===== src/rtl/spi_outlatch_pkg.sv =====
package spi_outlatch_pkg;

  typedef struct packed {
    logic sck;
    logic cs_n;
    logic sdi;
    logic mode;
    logic oe_n;
  } pin_bundle_t;

  localparam pin_bundle_t PIN_IDLE = '{sck: 1'b0, cs_n: 1'b1, sdi: 1'b0, mode: 1'b0, oe_n: 1'b1};

  typedef enum logic {
    FRAME_SHORT = 1'b0,
    FRAME_LONG  = 1'b1
  } frame_len_e;

endpackage


===== src/rtl/sol_sync.sv =====
module sol_sync #(
  parameter int              W      = 1,
  parameter int              STAGES = 2,
  parameter logic [W-1:0]    INIT   = '0
) (
  input  logic         clk,
  input  logic         rst,
  input  logic [W-1:0] d,
  output logic [W-1:0] q
);

  logic [W-1:0] stage_q [STAGES];

  generate
    for (genvar i = 0; i < STAGES; i++) begin : g_stage
      if (i == 0) begin : g_first
        always_ff @(posedge clk) begin
          if (rst) stage_q[i] <= INIT;
          else     stage_q[i] <= d;
        end
      end else begin : g_next
        always_ff @(posedge clk) begin
          if (rst) stage_q[i] <= INIT;
          else     stage_q[i] <= stage_q[i-1];
        end
      end
    end
  endgenerate

  assign q = stage_q[STAGES-1];

endmodule


===== src/rtl/sol_fault_latch.sv =====
module sol_fault_latch #(
  parameter int W = 8
) (
  input  logic         clk,
  input  logic         rst,
  input  logic [W-1:0] fault_in,
  input  logic         take,
  output logic [W-1:0] snap
);

  logic [W-1:0] held_q;

  // Snapshot includes the current cycle so a fault arriving with the edge is not lost.
  assign snap = held_q | fault_in;

  always_ff @(posedge clk) begin
    if (rst)       held_q <= '0;
    else if (take) held_q <= fault_in;   // cleared after copy, refilled by faults still present
    else           held_q <= held_q | fault_in;
  end

endmodule


===== src/rtl/sol_shifter.sv =====
module sol_shifter #(
  parameter int OUT_W     = 8,
  parameter int SHORT_LEN = 8,
  parameter int LONG_LEN  = 16
) (
  input  logic             clk,
  input  logic             rst,
  input  logic             sel,
  input  logic             cs_fall,
  input  logic             sck_rise,
  input  logic             sck_fall,
  input  logic             sdi,
  input  logic             long_mode,
  input  logic [OUT_W-1:0] snap,
  output logic [OUT_W-1:0] cmd,
  output logic             full,
  output logic             miso,
  output logic             miso_en
);

  localparam int CNT_W = $clog2(LONG_LEN + 1);

  logic [LONG_LEN-1:0] sr_q;
  logic [CNT_W-1:0]    cnt_q;
  logic                bit_q;
  logic                miso_q;
  logic                men_q;
  logic                tap;

  function automatic logic [LONG_LEN-1:0] load_word(input logic lm, input logic [OUT_W-1:0] s);
    logic [LONG_LEN-1:0] v;
    v = '0;
    if (lm) v[LONG_LEN-1 -: OUT_W]  = s;
    else    v[SHORT_LEN-1 -: OUT_W] = s;
    return v;
  endfunction

  assign tap  = long_mode ? sr_q[LONG_LEN-1] : sr_q[SHORT_LEN-1];
  assign cmd  = sr_q[OUT_W-1:0];
  assign full = long_mode ? (cnt_q >= CNT_W'(LONG_LEN)) : (cnt_q >= CNT_W'(SHORT_LEN));
  assign miso    = miso_q;
  assign miso_en = men_q;

  always_ff @(posedge clk) begin
    if (rst) begin
      sr_q   <= '0;
      cnt_q  <= '0;
      bit_q  <= 1'b0;
      miso_q <= 1'b0;
      men_q  <= 1'b0;
    end else begin
      men_q  <= sel;
      miso_q <= sel ? tap : 1'b0;
      if (cs_fall) begin
        sr_q  <= load_word(long_mode, snap);
        cnt_q <= '0;
      end else if (sel) begin
        if (sck_rise) begin
          bit_q <= sdi;
          if (cnt_q != CNT_W'(LONG_LEN)) cnt_q <= cnt_q + 1'b1;
        end
        if (sck_fall) sr_q <= {sr_q[LONG_LEN-2:0], bit_q};
      end
    end
  end

endmodule


===== src/rtl/sol_oe_ctl.sv =====
module sol_oe_ctl #(
  parameter int QUAL  = 16,
  parameter int SETUP = 64
) (
  input  logic clk,
  input  logic rst,
  input  logic oe_n_s,
  output logic kill,
  output logic ready
);

  localparam int QW = $clog2(QUAL + 1);
  localparam int SW = $clog2(SETUP + 1);

  logic [QW-1:0] qcnt_q;
  logic [SW-1:0] scnt_q;

  always_ff @(posedge clk) begin
    if (rst) begin
      qcnt_q <= '0;
      kill   <= 1'b0;
    end else begin
      kill <= 1'b0;
      if (oe_n_s) begin
        qcnt_q <= '0;
      end else if (qcnt_q != QW'(QUAL)) begin
        qcnt_q <= qcnt_q + 1'b1;
        if (qcnt_q == QW'(QUAL - 1)) kill <= 1'b1;
      end
    end
  end

  always_ff @(posedge clk) begin
    if (rst) begin
      scnt_q <= '0;
      ready  <= 1'b0;
    end else if (!oe_n_s) begin
      scnt_q <= '0;
      ready  <= 1'b0;
    end else if (scnt_q != SW'(SETUP)) begin
      scnt_q <= scnt_q + 1'b1;
      ready  <= (scnt_q == SW'(SETUP - 1));
    end
  end

endmodule


===== src/rtl/spi_outlatch.sv =====
module spi_outlatch
  import spi_outlatch_pkg::*;
#(
  parameter int OUT_W       = 8,
  parameter int SHORT_LEN   = 8,
  parameter int LONG_LEN    = 16,
  parameter int SYNC_STAGES = 2,
  parameter int QUAL_CYC    = 16,
  parameter int SETUP_CYC   = 64
) (
  input  logic             clk,
  input  logic             rst,
  input  logic             spi_clk,
  input  logic             spi_sel_n,
  input  logic             spi_mosi,
  input  logic             long_frame,
  input  logic             drive_ena_n,
  input  logic [OUT_W-1:0] fault_in,
  output logic             spi_miso,
  output logic             spi_miso_oe,
  output logic [OUT_W-1:0] drive
);

  localparam int PIN_W = $bits(pin_bundle_t);

  pin_bundle_t raw, syn, prev_q;
  frame_len_e  len_sel;
  logic sck_rise, sck_fall, cs_fall, cs_rise, sel;
  logic [OUT_W-1:0] snap, cmd;
  logic full, kill, ready;
  logic [OUT_W-1:0] drive_q;

  assign raw = '{sck: spi_clk, cs_n: spi_sel_n, sdi: spi_mosi, mode: long_frame, oe_n: drive_ena_n};

  sol_sync #(.W(PIN_W), .STAGES(SYNC_STAGES), .INIT(PIN_IDLE)) u_sync (
    .clk(clk), .rst(rst), .d(raw), .q(syn)
  );

  always_ff @(posedge clk) begin
    if (rst) prev_q <= PIN_IDLE;
    else     prev_q <= syn;
  end

  assign sck_rise = syn.sck & ~prev_q.sck;
  assign sck_fall = ~syn.sck & prev_q.sck;
  assign cs_fall  = ~syn.cs_n & prev_q.cs_n;
  assign cs_rise  = syn.cs_n & ~prev_q.cs_n;
  assign sel      = ~syn.cs_n;
  assign len_sel  = frame_len_e'(syn.mode);

  sol_fault_latch #(.W(OUT_W)) u_flt (
    .clk(clk), .rst(rst), .fault_in(fault_in), .take(cs_fall), .snap(snap)
  );

  sol_shifter #(.OUT_W(OUT_W), .SHORT_LEN(SHORT_LEN), .LONG_LEN(LONG_LEN)) u_shf (
    .clk(clk), .rst(rst), .sel(sel), .cs_fall(cs_fall), .sck_rise(sck_rise),
    .sck_fall(sck_fall), .sdi(syn.sdi), .long_mode(len_sel == FRAME_LONG),
    .snap(snap), .cmd(cmd), .full(full), .miso(spi_miso), .miso_en(spi_miso_oe)
  );

  sol_oe_ctl #(.QUAL(QUAL_CYC), .SETUP(SETUP_CYC)) u_oe (
    .clk(clk), .rst(rst), .oe_n_s(syn.oe_n), .kill(kill), .ready(ready)
  );

  // Forced-off wins over a commit in the same cycle.
  always_ff @(posedge clk) begin
    if (rst)                            drive_q <= '0;
    else if (kill)                      drive_q <= '0;
    else if (cs_rise && full && ready)  drive_q <= cmd;
  end

  assign drive = drive_q;

endmodule


===== config.mk =====
export PLATFORM = sky130hd
export DESIGN_NAME = spi_outlatch
export DESIGN_NICKNAME = d
export VERILOG_FILES = /design/src/rtl/spi_outlatch_pkg.sv /design/src/rtl/sol_sync.sv /design/src/rtl/sol_fault_latch.sv /design/src/rtl/sol_shifter.sv /design/src/rtl/sol_oe_ctl.sv /design/src/rtl/spi_outlatch.sv
export SDC_FILE = /design/constraint.sdc
export NUM_CORES = 1
export LEC_CHECK = 0
export ABC_AREA = 1
export BUFFER_PORTS_ARGS = -buffer_cell sky130_fd_sc_hd__buf_4
export CORE_MARGIN = 5
export CORE_UTILIZATION = 53
export CTS_CLUSTER_DIAMETER = 60
export DETAILED_ROUTE_END_ITERATION = 7
export PLACE_DENSITY = 0.75
export SETUP_SLACK_MARGIN = 0.02
export SLEW_MARGIN = 20
export SYNTH_ARGS = -nofsm -noshare
export SYNTH_HDL_FRONTEND = slang
export SYNTH_HIERARCHICAL = 1
export SYNTH_SLANG_ARGS = --single-unit

===== constraint.sdc =====
create_clock -name clk -period 1.31 [get_ports clk]
set_clock_uncertainty 0.05 [all_clocks]
set_input_delay 0.1965 -clock clk [delete_from_list [all_inputs] [get_ports clk]]
set_output_delay 0.1965 -clock clk [all_outputs]
set_load 0.02 [all_outputs]

==> reports/results.txt, run 1 <==
global router's overall resource usage - 17.7%
Via density - 4.99
DRC - 0
initial antenna violation count - 0
syn_area_per_cell - 7.53 sq um
share of post-route cells with drive strength above 1 - 24.2%
CTS Buffer Depth - 2
CTS buffer count - 9
post-route insts no fill - 515
Cells after Synth - 402
post-route setup TNS - 0 ps
Rows - 27
Crit path largest cell delay - 330 ps
first-pass GRT wire length - 10400 microns
Chip Width - 85.6 microns
EDFF count, synth - 0
Max Slew Vio Count - 0
Antenna diodes - 0
final cycle utilization of the critical path - 93.8%
Initial Utilization - 54.6%
Mapped Area - 3030 sq um
hold crit path type - input port to register
Wirelength per Cell - 12.0 microns
PwrDens - 1210 nW/um^2
CTS H-tree depth - 3
sequential area share after synthesis - 43.7%
vias in the first global route - 2479
largest net degree at the start of global routing - 19
Slowest-stage cell, CP - dfxtp_1
RSZ-0062 raised after global routing - false
Startpoint Class - register
critical path class - register to register
CP Buf/Inv Count - 2
Worst Path Max Fanout - 8
Placed Cells - 491
placeable core area - 5540 sq um
yosys warns - 6
top_reg_cell synth - dfxtp_1
Port Buffers - 24
area occupied by multi-input gates - 1330 sq um
commonest non-fill, non-tap cells in the layout - dfxtp_1 (60), inv_1 (59), nor2_1 (56), nand2_1 (38), nand3_1 (35)
Final ANT Viol Nets - 0
routed via count - 2569
VDD IR-drop max - 0.735 mV
Die Span Y - 85.6 microns
post-synth net total - 424
Data arrival, critical path - 1410 ps
Setup WS post-layout - 81.0 ps
Routability Congestion - 0.783
die area - 7320 sq um
dpl hpwl - 4240 microns
Worst-Skew Late Latency - 340 ps
Place WS - 36.4 ps
PnR Total Power - 4.33 mW
Rel. slew slack - 79.5%
Routed WL - 6180 microns
min Tclk post-route - 1230 ps
max_cap viols - 0
CTS Root Cell - clkbuf_8
worst-path cell chain - inv_1, nor2_4, nand2_4, clkbuf_4, o21ai_0, a21oi_1
worst path required time - 1490 ps
Fillers - 502
Top Family by Delay on Critical Path - flip-flops
critical path endpoint category - register
Pleak - 1.55 nW
worst slew pin tran - 306 ps
Area Growth Syn to Fin - 18.3%
status - completed
clock sink count - 66
initial drt markers - 149
count of final setup violators - 0
flops & latches, synth - 66
number of library cell types mapped by synthesis - 30
GRT Residual Overflow - 0
fmax - 0.814 GHz
IO Count - 25
Post-synth ARST share - 0%
worst hold slack - 13.8 ps
CTS tree - yes
most common cell after layout, fill and taps aside - dfxtp_1
Reg clk slew, reported paths - 70 ps
TritonRoute pass-1 iters - 4
register area - 1330 sq um
Hold Violations, Final - 0
# nets final - 460
[logic make-up after synthesis]
group	count (synthesis)	synth area share, %
adders and majority gates	7	2.89
and+or+nand+nor	174	27.6
DFF	66	43.7
buffers and inverters	85	13.6
xor gates and xnor gates	5	1.45
AOI/OAI and AO/OA	65	10.8
[registers in the layout, summed over array words and instances, names as in the netlist]
register and flops:
u_oe/kill 1, u_shf/sr_q 16, u_oe/qcnt_q 5, prev_q 2
u_oe/scnt_q 7, u_shf/miso_en 1, u_oe/ready 1, u_shf/miso 1
u_flt/held_q 8, u_shf/bit_q 1, drive 8, u_shf/cnt_q 5
u_sync/stage_q 10
[worst reg2reg max path, delay by kind of cell (launching register included)]
| family | cells | cell delay, ps |
|---|---|---|
| and+or+nand+nor | 2 | 240 |
| buffers and inverters | 2 | 270 |
| DFF | 1 | 330 |
| AOI/OAI and AO/OA | 2 | 240 |
[power by group]
group          internal (mW)  switching, mW  leakage, nW
registers               2.08         0.0385        0.540
logic                  0.144          0.201        0.896
clock network           1.12          0.747        0.109
total                   3.34          0.986         1.55
[cell type report]
class                           instances  share of cell area, %
Multi-Input combinational cell        252                   37.2
Tap cell                               72                   2.52
Sequential cell                        66                   37.1
Timing Repair Buffer                   40                   9.30
Inverter                               69                   7.72
Clock inverter                          5                   2.17
Clock buffer                           11                   3.95
[routing by layer]
metal	vias up	track usage, %	part of all wire, %
met2	68	30.3	49
met3	12	4.71	6.7
li1	1329	-	-
met4	0	9.35	2.1
met5	-	0	0
met1	1160	20.1	42
[worst paths after layout]
kind,startpoint,depth (start not counted),slack (ps),to
setup / recovery,prev_q[4]$_SDFF_PP0_,6,80,u_shf/sr_q[2]$_SDFFE_PP0P_
hold reg to reg,u_sync/stage_q[0][2]$_SDFF_PP0_,2,350,u_sync/stage_q[1][2]$_SDFF_PP0_
setup reg to reg,prev_q[4]$_SDFF_PP0_,6,80,u_shf/sr_q[2]$_SDFFE_PP0P_
hold / removal,long_frame,3,10,u_sync/stage_q[0][1]$_SDFF_PP0_
[what timing repair did]
action	in CTS	in global routing
endpoints found under the hold margin	3	0
cloned	0	1
buffers inserted	0	4
pin swaps	0	3
resized for setup	2	25
endpoints found under the setup margin	9	30
hold buffers	3	0
[Yosys cell counts (2+ instances only)]
library cell | count | area, sq um
clkinv_1 | 3 | 11.3
xor2_1 | 2 | 17.5
nor2_4 | 2 | 22.5
nand4_1 | 4 | 25.0
dfxtp_1 | 66 | 1320
buf_4 | 10 | 75.1
xnor2_1 | 3 | 26.3
buf_6 | 3 | 33.8
o21ai_0 | 28 | 140
nand2_2 | 18 | 113
o21ai_1 | 10 | 50.1
inv_8 | 2 | 22.5
ha_1 | 7 | 87.6
nand3_1 | 36 | 180
nor2_1 | 59 | 221
nand2_4 | 2 | 22.5
nor2_2 | 10 | 62.6
a21oi_1 | 26 | 130
inv_1 | 61 | 229
inv_2 | 3 | 11.3
nand2_1 | 38 | 143
[metrics by stage]
| stage | util (%) | cell area, sq um |
|---|---|---|
| after floorplan | - | 3030 |
| after global placement | 58.7 | 3250 |
| after detailed placement | 58.7 | 3250 |
| after CTS | 63.3 | 3500 |
| after global routing | 64.6 | 3580 |
| final | 64.6 | 3580 |
Power figures use the tool's default switching activity.
==> inputs of run 2 (changes only) <==
==> constraint.sdc (replaced) <==
create_clock -name clk -period 1.31 [get_ports clk]
set_clock_uncertainty 0.05 [all_clocks]
set_input_delay 0.0655 -clock clk [delete_from_list [all_inputs] [get_ports clk]]
set_output_delay 0.0655 -clock clk [all_outputs]
set_load 0.02 [all_outputs]
==> run 2 against run 1 <==
Effect of this change:
- routed wire length decreased by 5.5%
- cell area increased by 0.94%
- worst setup slack about the same
- sequential share of layout area decreased by 0.28 points
- clock power decreased by 19%
- cell count increased by 0.97%
- core utilization increased by 0.61 points
- via count decreased by 0.39%
- non-clock buffer count increased by 7
==> reports/results.txt, run 2 (synthesized netlist as in run 1, its figures left out) <==
status - completed
initial antenna violation count - 0
Port Buffers - 24
clock sink count - 66
post-route insts no fill - 520
first-pass GRT wire length - 10100 microns
worst-path cell chain - ha_2, and3_1, ha_1, a21oi_2
Startpoint Class - register
dpl hpwl - 4010 microns
Routability Congestion - 0.789
most common cell after layout, fill and taps aside - dfxtp_1
CTS buffer count - 9
Data arrival, critical path - 1450 ps
Slowest-stage cell, CP - dfxtp_2
IO Count - 25
Critical Path End - u_oe/qcnt_q[4]$_SDFFE_PP0P_
worst slew pin tran - 459 ps
Die Span Y - 85.6 microns
Chip Width - 85.6 microns
Largest regs - u_shf/sr_q: 16 flops, u_sync/stage_q: 10 flops
DRC - 0
commonest non-fill, non-tap cells in the layout - dfxtp_1 (60), inv_1 (59), nor2_1 (55), nand2_1 (37), nand3_1 (35)
Worst R2R Setup Slack - 80 ps
max FFs per register - 16
Max Slew Vio Count - 0
Pleak - 1.56 nW
Wirelength per Cell - 11.2 microns
count of final setup violators - 0
critical path endpoint category - register
min Tclk post-route - 1230 ps
Reg with most FFs - u_shf/sr_q
CP Launch Point - u_oe/qcnt_q[1]$_SDFFE_PP0P_
Placed Cells - 488
Crit path largest cell delay - 340 ps
initial drt markers - 222
Via density - 4.92
CTS Root Cell - clkbuf_8
worst hold slack - 18.6 ps
max_cap viols - 0
Worst-Skew Late Latency - 340 ps
fin util - 65.2%
Routed WL - 5840 microns
CTS H-tree depth - 3
FF-to-FF Start - u_oe/qcnt_q[1]$_SDFFE_PP0P_
Reg clk slew, reported paths - 70 ps
# nets final - 466
r2r endpoint - u_oe/qcnt_q[4]$_SDFFE_PP0P_
Hold Violations, Final - 0
fmax - 0.814 GHz
share of post-route cells with drive strength above 1 - 23.2%
final cycle utilization of the critical path - 93.8%
TritonRoute pass-1 iters - 5
CTS tree - yes
Rel. slew slack - 69.3%
die area - 7320 sq um
VDD IR-drop max - 0.934 mV
CTS Buffer Depth - 2
largest net degree at the start of global routing - 19
critical path class - register to register
Rows - 27
routed via count - 2559
Area Growth Syn to Fin - 19.4%
reg2reg path depth - 4
PnR Total Power - 3.97 mW
Worst Path Max Fanout - 4
GRT Residual Overflow - 0
worst path required time - 1530 ps
post-route setup TNS - 0 ps
RSZ-0062 raised after global routing - false
placeable core area - 5540 sq um
vias in the first global route - 2348
Antenna diodes - 0
global router's overall resource usage - 17.2%
PwrDens - 1100 nW/um^2
Final ANT Viol Nets - 0
Initial Utilization - 54.6%
hold crit path type - input port to register
[run 2: through the flow]
step / instance area (sq um) / worst slack (ps)
2_1_floorplan: 3030 / 62.9
3_3_place_gp: 3230 / 86.9
3_5_place_dp: 3230 / 45.0
4_1_cts: 3530 / 21.4
5_1_grt: 3610 / 20.7
6_report: 3610 / 80.9
[run 2: report_power, final]
part           leakage (nW)  total (mW)  internal (mW)  switching [mW]
logic                 0.927       0.356          0.157           0.199
clock network        0.0920        1.50          0.770           0.726
registers             0.541        2.11           2.08          0.0372
[run 2: final cells by class]
class | instances | area [sq um]
clock buffer | 12 | 155
clock inverter | 3 | 15.0
fill | 488 | 1930
inverter | 69 | 274
multi-input combinational | 251 | 1330
sequential | 66 | 1330
tap | 72 | 90.1
timing repair buffer | 47 | 423
[run 2: metal layers]
layer	wire [microns]	vias up	global-route usage (%)
met1	2650	1152	20.8
met3	333	12	4.71
met4	125	0	8.20
met5	0	-	0
met2	2730	57	28.1
li1	-	1338	-
[run 2: repair_timing]
action,4_1_cts,5_1_grt
buffers inserted,0,4
pin swaps,0,3
hold buffers,13,0
setup endpoints to repair,1,30
hold endpoints to repair,13,0
gates cloned,0,0
resized for setup,1,20
[run 2: worst min path at each step]
stage | endpoint | cells past startpoint | slack [ps] | from
finish | u_sync/stage_q[0][1]$_SDFF_PP0_ | 2 | 20 | rst
floorplan | u_shf/bit_q$_SDFFE_PP0P_ | 1 | 80 | rst
CTS | u_sync/stage_q[0][1]$_SDFF_PP0_ | 2 | 7 | rst
detailed placement | u_sync/stage_q[0][0]$_SDFF_PP1_ | 3 | 200 | drive_ena_n
global route | u_sync/stage_q[1][4]$_SDFF_PP0_ | 2 | 20 | rst
global placement | u_sync/stage_q[0][0]$_SDFF_PP1_ | 3 | 190 | drive_ena_n
[run 2: worst max-delay path: cells and delay by family (launching register included)]
kind	cells	cell delay, ps
simple gates	1	180
flops	1	340
fa+ha+maj	2	460
compound gates	1	140
